### src/rtl/omni_pkg.sv
package omni_pkg;
  localparam int FIELD_W = 16;
  typedef logic signed [FIELD_W-1:0] field_t;

  // Next switch state from the present state and one field sample.
  function automatic logic judge_next(
    input logic   on_now,
    input field_t f,
    input field_t n_op,
    input field_t n_rp,
    input field_t s_rp,
    input field_t s_op
  );
    logic trip, quiet;
    trip  = (f > s_op) || (f < n_op);
    quiet = (f < s_rp) && (f > n_rp);
    return on_now ? !quiet : trip;
  endfunction
endpackage

### src/rtl/omni_duty_timer.sv
module omni_duty_timer #(
  parameter int AWAKE_CYC  = 5625,
  parameter int PERIOD_CYC = 5625000
) (
  input  logic clk,
  input  logic rst,
  output logic sense_en,
  output logic sample_fire,
  output logic sample_vld
);
  localparam int CW = $clog2(PERIOD_CYC + 1);
  localparam logic [CW-1:0] LAST_AWAKE = CW'(AWAKE_CYC - 1);
  localparam logic [CW-1:0] LAST_CYC   = CW'(PERIOD_CYC - 1);

  logic [CW-1:0] cnt_q;
  logic          vld_q;

  always_ff @(posedge clk) begin
    if (rst) begin
      cnt_q <= '0;
      vld_q <= 1'b0;
    end else begin
      cnt_q <= (cnt_q == LAST_CYC) ? '0 : cnt_q + 1'b1;
      vld_q <= sample_fire;
    end
  end

  assign sense_en    = (cnt_q <= LAST_AWAKE);
  assign sample_fire = (cnt_q == LAST_AWAKE);
  assign sample_vld  = vld_q;


  reset_state_chk: assert property (@(posedge clk)
    $past(rst) |-> (sense_en && !sample_vld));

  strobe_fall_chk: assert property (@(posedge clk) disable iff (rst)
    $fell(sense_en) |-> sample_vld);

  vld_single_chk: assert property (@(posedge clk) disable iff (rst)
    sample_vld |=> !sample_vld);

  vld_sleep_chk: assert property (@(posedge clk) disable iff (rst)
    sample_vld |-> !sense_en);
endmodule

### src/rtl/omni_hyst_judge.sv
module omni_hyst_judge
  import omni_pkg::*;
#(
  parameter field_t N_OPERATE = -16'sd400,
  parameter field_t N_RELEASE = -16'sd340,
  parameter field_t S_RELEASE = 16'sd310,
  parameter field_t S_OPERATE = 16'sd370
) (
  input  logic   clk,
  input  logic   rst,
  input  field_t field_in,
  input  logic   sample_fire,
  input  logic   sample_vld,
  output logic   on_q
);
  logic on_next;

  always_comb
    on_next = judge_next(on_q, field_in, N_OPERATE, N_RELEASE, S_RELEASE, S_OPERATE);

  always_ff @(posedge clk) begin
    if (rst)              on_q <= 1'b0;
    else if (sample_fire) on_q <= on_next;
  end


  hold_between_chk: assert property (@(posedge clk) disable iff (rst)
    !$stable(on_q) |-> sample_vld);

  turn_on_chk: assert property (@(posedge clk) disable iff (rst)
    (sample_vld && !$past(on_q) &&
     (($past(field_in) > S_OPERATE) || ($past(field_in) < N_OPERATE))) |-> on_q);

  stay_off_chk: assert property (@(posedge clk) disable iff (rst)
    (sample_vld && !$past(on_q) &&
     ($past(field_in) <= S_OPERATE) && ($past(field_in) >= N_OPERATE)) |-> !on_q);

  turn_off_chk: assert property (@(posedge clk) disable iff (rst)
    (sample_vld && $past(on_q) &&
     ($past(field_in) < S_RELEASE) && ($past(field_in) > N_RELEASE)) |-> !on_q);
endmodule

### src/rtl/omni_out_drive.sv
module omni_out_drive #(
  parameter bit INV_OUT = 1'b0
) (
  input  logic on_q,
  output logic sw_out
);
  generate
    if (INV_OUT) begin : g_active_high
      assign sw_out = on_q;
    end else begin : g_active_low
      assign sw_out = !on_q;
    end
  endgenerate
endmodule

### src/rtl/omni_magswitch.sv
module omni_magswitch
  import omni_pkg::*;
#(
  parameter int     AWAKE_CYC  = 5625,
  parameter int     PERIOD_CYC = 5625000,
  parameter field_t N_OPERATE  = -16'sd400,
  parameter field_t N_RELEASE  = -16'sd340,
  parameter field_t S_RELEASE  = 16'sd310,
  parameter field_t S_OPERATE  = 16'sd370,
  parameter bit     INV_OUT    = 1'b0
) (
  input  logic                      clk,
  input  logic                      rst,
  input  logic signed [FIELD_W-1:0] field_in,
  output logic                      sense_en,
  output logic                      sample_vld,
  output logic                      sw_out
);
  generate
    if (!((N_OPERATE < N_RELEASE) && (N_RELEASE < S_RELEASE) && (S_RELEASE < S_OPERATE)))
    begin : g_bad_thresholds
      $error("omni_magswitch: thresholds must be strictly increasing north-operate to south-operate");
    end
    if (!((AWAKE_CYC >= 1) && (AWAKE_CYC < PERIOD_CYC - 1))) begin : g_bad_timing
      $error("omni_magswitch: awake window must be shorter than the period");
    end
  endgenerate

  logic sample_fire;
  logic on_q;

  omni_duty_timer #(
    .AWAKE_CYC (AWAKE_CYC),
    .PERIOD_CYC(PERIOD_CYC)
  ) u_timer (
    .clk        (clk),
    .rst        (rst),
    .sense_en   (sense_en),
    .sample_fire(sample_fire),
    .sample_vld (sample_vld)
  );

  omni_hyst_judge #(
    .N_OPERATE(N_OPERATE),
    .N_RELEASE(N_RELEASE),
    .S_RELEASE(S_RELEASE),
    .S_OPERATE(S_OPERATE)
  ) u_judge (
    .clk        (clk),
    .rst        (rst),
    .field_in   (field_in),
    .sample_fire(sample_fire),
    .sample_vld (sample_vld),
    .on_q       (on_q)
  );

  omni_out_drive #(
    .INV_OUT(INV_OUT)
  ) u_drive (
    .on_q  (on_q),
    .sw_out(sw_out)
  );
endmodule

### config.mk
export PLATFORM = sky130hd
export DESIGN_NAME = omni_magswitch
export DESIGN_NICKNAME = d
export VERILOG_FILES = /design/src/rtl/omni_pkg.sv /design/src/rtl/omni_duty_timer.sv /design/src/rtl/omni_hyst_judge.sv /design/src/rtl/omni_out_drive.sv /design/src/rtl/omni_magswitch.sv
export SDC_FILE = /design/constraint.sdc
export NUM_CORES = 1
export LEC_CHECK = 0
export ABC_AREA = 1
export CELL_PAD_IN_SITES_DETAIL_PLACEMENT = 1
export CELL_PAD_IN_SITES_GLOBAL_PLACEMENT = 2
export CORE_UTILIZATION = 33
export CTS_BUF_LIST = sky130_fd_sc_hd__clkbuf_2
export CTS_CLUSTER_SIZE = 20
export DETAILED_ROUTE_END_ITERATION = 8
export HOLD_SLACK_MARGIN = 0.1
export PLACE_DENSITY_LB_ADDON = 0.1
export SLEW_MARGIN = 10
export SYNTH_ARGS = -nofsm -noshare
export SYNTH_HDL_FRONTEND = slang
export SYNTH_HIERARCHICAL = 1
export SYNTH_SLANG_ARGS = --single-unit
### constraint.sdc
create_clock -name clk -period 4.1 [get_ports clk]
set_clock_uncertainty 0.15 [all_clocks]
set_input_delay 0.41 -clock clk [delete_from_list [all_inputs] [get_ports clk]]
set_output_delay 0.41 -clock clk [all_outputs]
set_load 0.01 [all_outputs]
======== Yosys cells after proc, flatten, opt, wreduce, memory -nomap -nowiden ========
Index checks and enable logic that the tools add are counted.
word-level totals
  bits in registers ....................... 25
  output and inout bits ................... 3
operators by class
  add/sub/neg operators ................... 1
  order comparisons ....................... 5
  eq/ne operators ......................... 2
  muxes and demuxes ....................... 1
  reduce and logical (&&, ||, !) cells .... 5
operators with widths
  cell                                                              number
  greater-than comparator 16 x 10 -> 1 bit, second input constant   2
  less-than comparator 16 x 10 -> 1 bit, second input constant      2
  adder 23 x 1 -> 23 bit, second input constant                     1
  == test 23 x 13 -> 1 bit, second input constant                   1
  == test 23 bit, second input constant                             1
  less-or-equal comparator 23 x 13 -> 1 bit, second input constant  1
  zero test 1 bit                                                   2
  OR reduction 2 bit                                                1
  logical AND 1 bit                                                 1
  logical OR 1 bit                                                  1
  2-to-1 mux 1 bit                                                  1

======== Depth between registers and ports, before layout ========
Gate-level depths: netlist of the first run.
  word-level depth ........................ 4
  depth in mapped cells ................... 12

======== Cells and area by module ========
The synthesis of the first run kept the hierarchy.
by module, submodules not included
  module           instances  cells an instance  area an instance (um^2)
  omni_duty_timer  1          215                1425.1
  omni_hyst_judge  1          63                 297.8
  omni_out_drive   1          1                  3.8

======== Worst setup path after synthesis of the first run ========
Ideal clock, no wire load.
  kind .................................... flip-flop to output port
  start point ............................. register u_timer.cnt_q[0]
  end point ............................... output sense_en
  data arrival time ....................... 964 ps
  path slack .............................. 2576 ps
  stages on the path, launching flop included .. 7
  buffers on the path ..................... 0
  cell sequence ........................... dfxtp_1 -> inv_1 -> ha_1 -> nand3_1 -> nor2_1 -> nand4_1 -> nand2_1
on the way
  cells in the longest elaborated chain, start to end .. 1
ends and longest elaborated chain
  what                                       RTL line               text
  start: declaration                         omni_duty_timer.sv:15  logic [CW-1:0] cnt_q;
  start signal: assignment                   omni_duty_timer.sv:23  cnt_q <= (cnt_q == LAST_CYC) ? '0 : cnt_q + 1'b1;
  less-or-equal comparator 23 x 13 -> 1 bit  omni_duty_timer.sv:28  assign sense_en = (cnt_q <= LAST_AWAKE);
  end: declaration                           omni_magswitch.sv:15   output logic sense_en,
No other way between the ends.

======== Worst setup path after layout of the first run ========
  start point ............................. register u_timer.cnt_q[3]
  end point ............................... output sense_en
Same word-level chain as after synthesis.

==> impl_metrics.json, run 1 <==
{
  "cts_resized": 0,
  "path_common_cell": "nor2_1",
  "syn_to_final_growth_pct": 16.2,
  "p_int_mw": 0.292,
  "combPwrFrac_pct": 11.4,
  "dieArea_sq_um": 5530,
  "relSlewSlack_pct": 67.2,
  "yosys_warnings": 6,
  "worst-setup-path-type": "register to output port",
  "num_vias": 1670,
  "htreeDepth": 1,
  "syn-num-nets": 299,
  "avgSynthCellArea_sq_um": 6.19,
  "max_stage_delay_ns": 0.54,
  "synthesis.area_sq_um": 1730,
  "r2r_start": "u_timer/cnt_q[1]",
  "ant_nets": 0,
  "routabilityCongestion": 0.779,
  "setup.worst_path.start": "u_timer/cnt_q[3]",
  "cp.required_ns": 3.54,
  "cts_tree": "built",
  "fp-row-count": 25,
  "cts_sinks": 25,
  "cts_buffers": 3,
  "core-area_sq_um": 4880,
  "cts_root_buffer": "clkbuf_2",
  "r2r_slack_ns": 2.28,
  "rr_worst_depth": 6,
  "start_util_pct": 35.4,
  "grt_pass1_vias": 1682,
  "avgViaCountPerCell": 4.55,
  "crit_chain": "inv_1, nor2_1, nand3_1, nor2_1, nand4_1, nand2_1, clkdlybuf4s50_1",
  "hold_buffers": 0,
  "cts_buffer_depth": 2,
  "seq_power_share_pct": 62.0,
  "cp_slowest_cell": "clkdlybuf4s50_1",
  "setup.worst_path.end_class": "output port",
  "min_path_cells": 1,
  "reg2reg_to": "u_timer/cnt_q[12]",
  "clkLatencyLatePin_ns": 0.38,
  "hold_viol": 0,
  "postCtsSetupRepairBufs": 0,
  "period_needed_ns": 2.62,
  "drive_gt1_share_pct": 10.0,
  "hold_class": "register to register",
  "setup_viol": 0,
  "antenna_found_initial": 0,
  "fin_crit_sh_pct": 64.0,
  "startpoint_type": "register",
  "tightest_slew_ns": 0.490,
  "dr.pass1.iters": 4,
  "grt_max_degree": 24,
  "first_iter_violations": 64,
  "power_mw": 0.402,
  "synth_cell_type_count": 25,
  "drc_errors": 0,
  "p_leak_nw": 0.837,
  "rsz0062_at_grt": "false",
  "grt_pass1_wl_microns": 7860,
  "power.switching_mw": 0.110,
  "slew_viol_final": 0,
  "worstSetupEndpoint": "sense_en",
  "clockPowerShare_pct": 26.6,
  "ys_ff_latch": 25,
  "syn_inst": 279,
  "final_nets": 321,
  "cp.arrival_ns": 2.06,
  "crit_fanout": 3,
  "final_area_sq_um": 2010,
  "dpl-instance-area_sq_um": 1980,
  "yosysSeqAreaShare_pct": 29.0,
  "grt_overflow": 0,
  "fmax_mhz": 381,
  "max_cap_violations": 0,
  "grt_usage_pct": 18.7,
  "clk_pin_slew_worst_paths_ns": 0.28,
  "die_h_microns": 74.3,
  "io_pins": 21,
  "wire_per_inst_microns": 12.5,
  "dp_hpwl_microns": 3710,
  "io_buffers": 20,
  "n_antenna_cell": 0,
  "die_x_microns": 74.3,
  "setup_tns_ns": 0,
  "peakVddDrop_uv": 115,
  "status": "completed",
  "pwr_density_cell_nw_per_um2": 200,
  "drt-total-wl_microns": 4590,
  "switching_share_pct": 27.3
}
[final cells by class]
class / count / area (sq um)
clock buffer: 3 / 15.0
clock inverter: 1 / 7.51
fill: 693 / 2870
inverter: 43 / 161
multi-input combinational: 208 / 1040
sequential: 25 / 500
tap: 67 / 83.8
timing repair buffer: 20 / 200
[power by group through the flow]
stage	clock, mW	combinational (mW)	sequential [mW]
3_3_place_gp	0	0.0466	0.253
5_1_grt	0.123	0.0518	0.250
4_1_cts	0.113	0.0471	0.249
3_5_place_dp	0	0.0466	0.253
2_1_floorplan	0	0.0228	0.253
6_report	0.107	0.0460	0.249
[kinds of logic (layout without fill, tap and decap cells)]
logic type | Yosys count | count (layout) | share of synthesized area, %
simple gates | 184 | 184 | 49.9
buf+inv | 46 | 67 | 10.9
flops | 25 | 25 | 29.0
compound gates | 11 | 11 | 3.19
xor+xnor | 11 | 11 | 5.58
fa+ha+maj | 2 | 2 | 1.45
[worst max-delay path: cells and delay by family (launching register included)]
family	cells	cell delay, ns
DFF	1	0.44
buffers and inverters	2	0.68
and+or+nand+nor	5	0.56
[routing by layer]
metal | vias up | global-route usage, % | wire, microns | part of all wire, %
li1 | 890 | - | - | -
met1 | 759 | 26.5 | 2450 | 53
met2 | 19 | 30.1 | 1940 | 42
met3 | 2 | 3.79 | 176 | 3.8
met4 | 0 | 2.52 | 23 | 0.50
met5 | - | 0 | 0 | 0
[cells in the mapped netlist]
| cell type | n | area [sq um] |
|---|---|---|
| a21oi_1 | 5 | 25.0 |
| buf_2 | 1 | 5.00 |
| buf_6 | 2 | 22.5 |
| clkinv_1 | 2 | 7.51 |
| dfxtp_1 | 25 | 500 |
| ha_1 | 2 | 25.0 |
| inv_1 | 39 | 146 |
| inv_2 | 2 | 7.51 |
| nand2_1 | 71 | 267 |
| nand2_2 | 7 | 43.8 |
| nand2_4 | 2 | 22.5 |
| nand3_1 | 20 | 100 |
| nand3_2 | 1 | 10.0 |
| nand3b_1 | 1 | 7.51 |
| nand4_1 | 6 | 37.5 |
| nand4_2 | 1 | 12.5 |
| nor2_1 | 60 | 225 |
| nor2_2 | 6 | 37.5 |
| nor2_4 | 6 | 67.6 |
| nor2_8 | 1 | 20.0 |
| nor3_1 | 2 | 10.0 |
| o21ai_0 | 4 | 20.0 |
| o21ai_1 | 2 | 10.0 |
| xnor2_1 | 2 | 17.5 |
| xor2_1 | 9 | 78.8 |
[registers in the layout, summed over array words and instances (netlist names)]
register / count
u_timer/sample_vld: 1
u_judge/on_q: 1
u_timer/cnt_q: 23
[placed cells by master (no fill, tap or decap)]
master / count
nand2_1: 71
nor2_1: 60
inv_1: 39
dfxtp_1: 25
clkdlybuf4s50_1: 20
nand3_1: 20
xor2_1: 9
nand2_2: 7
nor2_4: 6
nand4_1: 6
nor2_2: 6
a21oi_1: 5
o21ai_0: 4
clkbuf_2: 3
inv_2: 2
clkinv_1: 2
o21ai_1: 2
nor3_1: 2
nand2_4: 2
xnor2_1: 2
ha_1: 2
clkinvlp_4: 1
nand4_2: 1
nand3b_1: 1
nor2_8: 1
nand3_2: 1
[worst min-delay path by stage]
stage	startpoint	to
2_1_floorplan	u_timer/cnt_q[0]	u_timer/cnt_q[0]
3_3_place_gp	u_timer/cnt_q[0]	u_timer/cnt_q[0]
3_5_place_dp	u_timer/cnt_q[0]	u_timer/cnt_q[0]
4_1_cts	u_timer/cnt_q[0]	u_timer/cnt_q[0]
5_1_grt	u_timer/cnt_q[0]	u_timer/cnt_q[0]
6_report	u_timer/cnt_q[0]	u_timer/cnt_q[0]
[per-stage QoR]
| step | utilization (%) | hold slack, ns | instances | setup WS, ns |
|---|---|---|---|---|
| 6_report | 41.1 | 0.331 | 367 | 1.48 |
| 5_1_grt | 41.1 | 0.353 | 367 | 1.29 |
| 4_1_cts | 41.1 | 0.328 | 367 | 1.44 |
| 3_5_place_dp | 40.6 | 0.290 | 363 | 1.94 |
| 3_3_place_gp | 40.6 | 0.283 | 363 | 1.99 |
| 2_1_floorplan | - | 0.267 | 279 | 2.58 |
Note: power is estimated with default switching activity, not from simulation.
==> run 2, diff against run 1 <==
--- a/config.mk
+++ b/config.mk
@@ -8,7 +8,7 @@
 export ABC_AREA = 1
 export CELL_PAD_IN_SITES_DETAIL_PLACEMENT = 1
 export CELL_PAD_IN_SITES_GLOBAL_PLACEMENT = 2
-export CORE_UTILIZATION = 33
+export CORE_UTILIZATION = 31
 export CTS_BUF_LIST = sky130_fd_sc_hd__clkbuf_2
 export CTS_CLUSTER_SIZE = 20
 export DETAILED_ROUTE_END_ITERATION = 8
==> constraint.sdc (replaced) <==
create_clock -name clk -period 2.52 [get_ports clk]
set_clock_uncertainty 0.15 [all_clocks]
set_input_delay 0.252 -clock clk [delete_from_list [all_inputs] [get_ports clk]]
set_output_delay 0.252 -clock clk [all_outputs]
set_load 0.01 [all_outputs]
==> impl_metrics.json, run 2 (synthesis results as in run 1) <==
{
  "clkLatencyLatePin_ns": 0.35,
  "peakVddDrop_uv": 220,
  "reg2reg_to": "u_timer/cnt_q[18]",
  "setup_ws_ns": 0.462,
  "cp_slowest_cell": "dfxtp_2",
  "cpLargestDelayFamily": "simple AND/OR/NAND/NOR gates",
  "drive_gt1_share_pct": 10.7,
  "cts_tree": "built",
  "r2r_start": "u_timer/cnt_q[1]",
  "hold_viol": 0,
  "pre_cts_ws_ns": 0.466,
  "rr_worst_depth": 6,
  "cts_buffer_depth": 2,
  "grt_pass1_vias": 1715,
  "final_nets": 321,
  "hold_class": "register to register",
  "clk_pin_slew_worst_paths_ns": 0.24,
  "ant_nets": 0,
  "seq_power_share_pct": 63.5,
  "num_vias": 1639,
  "antenna_found_initial": 0,
  "die_x_microns": 76.6,
  "relSlewSlack_pct": 65.3,
  "die_h_microns": 76.6,
  "wire_per_inst_microns": 12.3,
  "tightest_slew_ns": 0.518,
  "dp_hpwl_microns": 3740,
  "fin_crit_sh_pct": 81.7,
  "crit_fanout": 3,
  "final_common_cell": "nand2_1",
  "syn_to_final_growth_pct": 16.5,
  "cts_sinks": 25,
  "dieArea_sq_um": 5870,
  "p_int_mw": 0.475,
  "drt-total-wl_microns": 4560,
  "max_cap_violations": 0,
  "postCtsSetupRepairBufs": 0,
  "worst-setup-path-type": "register to output port",
  "grt_usage_pct": 17.7,
  "min_path_cells": 1,
  "core-area_sq_um": 5240,
  "cts_root_buffer": "clkbuf_2",
  "fmax_mhz": 486,
  "setup.worst_path.end_class": "output port",
  "cp.arrival_ns": 1.66,
  "io_pins": 21,
  "power.switching_mw": 0.163,
  "dr.pass1.iters": 4,
  "start_util_pct": 33.0,
  "avgViaCountPerCell": 4.43,
  "largest_reg_flops": 23,
  "cts_buffers": 3,
  "regMostFlops": "u_timer/cnt_q",
  "htreeDepth": 1,
  "setup_tns_ns": 0,
  "io_buffers": 20,
  "drc_errors": 0,
  "grt_max_degree": 24,
  "setup_viol": 0,
  "status": "completed",
  "clockPowerShare_pct": 24.6,
  "startpoint_type": "register",
  "min_to": "u_timer/cnt_q[0]",
  "r2r_slack_ns": 0.65,
  "pwr_density_cell_nw_per_um2": 317,
  "n_antenna_cell": 0,
  "first_iter_violations": 70,
  "routabilityCongestion": 0.804,
  "slew_viol_final": 0,
  "rsz0062_at_grt": "false",
  "layout_common_cells": "71 x nand2_1, 60 x nor2_1, 39 x inv_1, 23 x dfxtp_1, 20 x nand3_1",
  "grt_overflow": 0,
  "max_stage_delay_ns": 0.38,
  "crit_chain": "inv_1, ha_1, nand3_1, nor2_1, nand4_1, nand2_1, dlymetal6s2s_1",
  "min_from": "u_timer/cnt_q[0]",
  "grt_pass1_wl_microns": 8310,
  "combPwrFrac_pct": 11.9,
  "fp-row-count": 26,
  "period_needed_ns": 2.06,
  "critPathBufInv": 2,
  "switching_share_pct": 25.6,
  "cp.required_ns": 2.12,
  "p_leak_nw": 0.841
}
-- run 2: area by class of cell --
type                       instances  area [sq um]
clock inverter                     1          5.00
inverter                          43           161
tap                               70          87.6
sequential                        25           503
multi-input combinational        208          1040
fill                             727          3230
timing repair buffer              20           203
clock buffer                       3          15.0
-- run 2: worst max path at each step --
stage	start	end	slack (ns)	cells past startpoint
2_1_floorplan	u_timer/cnt_q[1]	u_timer/cnt_q[11]	1.06	7
3_3_place_gp	u_timer/cnt_q[3]	sense_en	0.48	7
5_1_grt	u_timer/cnt_q[0]	sense_en	0.27	7
4_1_cts	u_timer/cnt_q[0]	sense_en	0.01	7
6_report	u_timer/cnt_q[0]	sense_en	0.46	7
3_5_place_dp	u_timer/cnt_q[3]	sense_en	0.47	7
-- run 2: repair_timing --
| item | CTS | global route |
|---|---|---|
| resized for setup | 1 | 2 |
| hold buffers | 0 | 0 |
| setup endpoints to repair | 1 | 1 |
| pin swaps | 0 | 1 |
-- run 2: power groups by stage --
stage,Sequential [mW],Clock (mW),Combinational [mW]
after floorplan,0.411,0,0.0371
after global placement,0.412,0,0.0755
after detailed placement,0.412,0,0.0766
after CTS,0.405,0.176,0.0773
after global routing,0.406,0.192,0.0861
final,0.405,0.157,0.0760
-- run 2: routing by layer --
layer  GRT usage (%)  vias to the layer above  share of wire (%)
li1                -                      889                  -
met1            25.6                      735                 55
met2            27.2                       13                 42
met3            3.47                        2                2.1
met5               0                        -                  0
met4            2.88                        0               0.46
-- run 2: per-stage QoR --
stage | hold WS, ns | area (sq um) | power, mW | util [%] | std cells
floorplan | 0.174 | 1730 | 0.448 | - | 279
finish | 0.288 | 2010 | 0.638 | 38.4 | 370
CTS | 0.311 | 2010 | 0.658 | 38.3 | 370
global route | 0.292 | 2010 | 0.685 | 38.4 | 370
detailed placement | 0.297 | 1990 | 0.489 | 37.9 | 366
global placement | 0.282 | 1990 | 0.488 | 37.9 | 366
==> run 3, diff against run 2 <==
--- a/config.mk
+++ b/config.mk
@@ -8,7 +8,7 @@
 export ABC_AREA = 1
 export CELL_PAD_IN_SITES_DETAIL_PLACEMENT = 1
 export CELL_PAD_IN_SITES_GLOBAL_PLACEMENT = 2
-export CORE_UTILIZATION = 31
+export CORE_UTILIZATION = 28
 export CTS_BUF_LIST = sky130_fd_sc_hd__clkbuf_2
 export CTS_CLUSTER_SIZE = 20
 export DETAILED_ROUTE_END_ITERATION = 8
==> constraint.sdc (replaced) <==
create_clock -name clk -period 1.65 [get_ports clk]
set_clock_uncertainty 0.15 [all_clocks]
set_input_delay 0.165 -clock clk [delete_from_list [all_inputs] [get_ports clk]]
set_output_delay 0.165 -clock clk [all_outputs]
set_load 0.01 [all_outputs]
==> impl_metrics.json, run 3 (synthesis results as in run 1) <==
{
  "tightest_slew_ns": 0.280,
  "io_pins": 21,
  "pre_cts_ws_ns": -0.193,
  "fmax_mhz": 541,
  "grt_overflow": 0,
  "dr.pass1.iters": 4,
  "use_met3_pct": 3.18,
  "setup.worst_path.end_class": "output port",
  "n_antenna_cell": 0,
  "clkLatencyLatePin_ns": 0.38,
  "cts_tree": "built",
  "fp-row-count": 28,
  "slew_viol_final": 0,
  "core-area_sq_um": 5920,
  "grt_pass1_wl_microns": 8950,
  "worstSetupEndpoint": "sense_en",
  "grt_usage_pct": 18.1,
  "layout_common_cells": "65 x nand2_1, 53 x nor2_1, 49 x buf_4, 32 x inv_1, 18 x nand3_1",
  "combPwrFrac_pct": 16.5,
  "status": "complete, but fails checks",
  "clockPowerShare_pct": 25.5,
  "crit_fanout": 2,
  "rsz0062_at_grt": "true",
  "cts_buffer_depth": 2,
  "setup_tns_ns": -0.197,
  "setup.worst_path.start": "u_timer/cnt_q[5]",
  "first_iter_violations": 39,
  "relSlewSlack_pct": 81.3,
  "start_util_pct": 29.2,
  "drt-total-wl_microns": 5800,
  "cts_root_buffer": "clkbuf_2",
  "drive_gt1_share_pct": 36.6,
  "max_stage_delay_ns": 0.40,
  "violations": "setup timing",
  "hold_viol": 0,
  "rr_worst_depth": 10,
  "routabilityCongestion": 0.819,
  "r2r_slack_ns": 0.03,
  "pwr_density_cell_nw_per_um2": 400,
  "use_met2_pct": 31.2,
  "peakVddDrop_uv": 392,
  "startpoint_type": "register",
  "setup_ws_ns": -0.197,
  "crit_chain": "nand2_1, nor2_2, nand3_1, nand2_1, nand2_1, nand3b_1, nand2_1, buf_2",
  "max_cap_violations": 0,
  "io_buffers": 20,
  "grt.met1_usage_pct": 23.8,
  "die_h_microns": 80.5,
  "ant_nets": 0,
  "cp.required_ns": 1.33,
  "htreeDepth": 1,
  "p_int_mw": 0.766,
  "fin_crit_sh_pct": 112,
  "dieArea_sq_um": 6480,
  "drc_errors": 0,
  "power.switching_mw": 0.299,
  "clk_pin_slew_worst_paths_ns": 0.28,
  "period_needed_ns": 1.85,
  "path_common_cell": "nand2_1",
  "cts_sinks": 25,
  "hold_buffers": 0,
  "globalRoute.busiestLayer": "met2",
  "hold_class": "primary input to register",
  "cp.arrival_ns": 1.53,
  "final_common_cell": "nand2_1",
  "syn_to_final_growth_pct": 54.1,
  "min_path_cells": 2,
  "regMostFlops": "u_timer/cnt_q",
  "dp_hpwl_microns": 4350,
  "grt_max_degree": 19,
  "worst-setup-path-type": "register to output port",
  "switching_share_pct": 28.1,
  "seq_power_share_pct": 58.0,
  "r2r_start": "u_timer/cnt_q[1]",
  "die_x_microns": 80.5,
  "antenna_found_initial": 0,
  "setup_viol": 1,
  "reg2reg_to": "u_timer/cnt_q[20]",
  "num_vias": 1938,
  "grt_pass1_vias": 1899,
  "avgViaCountPerCell": 4.48,
  "wire_per_inst_microns": 13.4,
  "final_nets": 379,
  "cp_slowest_cell": "dfxtp_2",
  "p_leak_nw": 1.22,
  "stdcell_count": 433,
  "largest_reg_flops": 23,
  "dp.cells": 413,
  "cts_buffers": 3
}
[run 3: cell count changes in the layout (fill, tap and decap cells not counted), sizes merged]
cell           before  now
buf                 0   57
clkbuf              3    5
clkdlybuf4s50      19   17
clkinv              3    2
clkinvlp            0    1
dlymetal6s2s        1    2
[run 3: how the worst min path moves through the flow]
stage | startpoint | endpoint | slack (ns)
after floorplan | rst | u_timer/sample_vld | 0.09
after global placement | u_timer/cnt_q[0] | u_timer/cnt_q[0] | 0.35
after detailed placement | u_judge/on_q | u_judge/on_q | 0.35
after CTS | rst | u_timer/sample_vld | 0.18
after global routing | rst | u_timer/sample_vld | 0.17
final | rst | u_timer/sample_vld | 0.20
[run 3: worst max-delay path: cells and delay by family, from the launching register on]
| kind | cells | cell delay [ns] |
|---|---|---|
| flops | 1 | 0.40 |
| buf+inv | 1 | 0.14 |
| simple gates | 7 | 0.64 |
[run 3: power groups by stage]
stage	Combinational, mW	Sequential (mW)	Clock, mW
final	0.176	0.618	0.271
after global routing	0.193	0.619	0.311
after CTS	0.146	0.617	0.287
after detailed placement	0.140	0.626	0
after global placement	0.139	0.626	0
after floorplan	0.0566	0.628	0
[run 3: layout make-up]
class,instances,area [sq um]
multi-input cells,208,1150
well taps,75,93.8
clock inverters,1,7.51
inverters,43,161
clock buffers,3,15.0
flip-flops and latches,25,522
fillers,775,3260
repair buffers,78,714
[run 3: layer usage]
metal	vias to the layer above	part of all wire (%)	wire length, microns
li1	1012	-	-
met1	893	48	2760
met2	29	47	2750
met3	4	4.1	239
met4	0	0.86	50
met5	-	0	0
[run 3: what timing repair did]
| item | in CTS | in global routing |
|---|---|---|
| gates resized for setup | 21 | 41 |
| gates cloned | 0 | 3 |
| pin swaps | 12 | 30 |
| setup endpoints to repair | 26 | 27 |
| setup buffers | 8 | 8 |
| endpoints found under the hold margin | 0 | 0 |
[run 3: per-stage QoR]
| step | hold WS (ns) | util (%) | total power [mW] | instance area [sq um] |
|---|---|---|---|---|
| floorplan | 0.0874 | - | 0.685 | 1730 |
| global placement | 0.345 | 39.2 | 0.765 | 2320 |
| detailed placement | 0.350 | 39.2 | 0.766 | 2320 |
| CTS | 0.181 | 41.0 | 1.05 | 2430 |
| global route | 0.175 | 44.9 | 1.12 | 2660 |
| finish | 0.201 | 44.9 | 1.07 | 2660 |
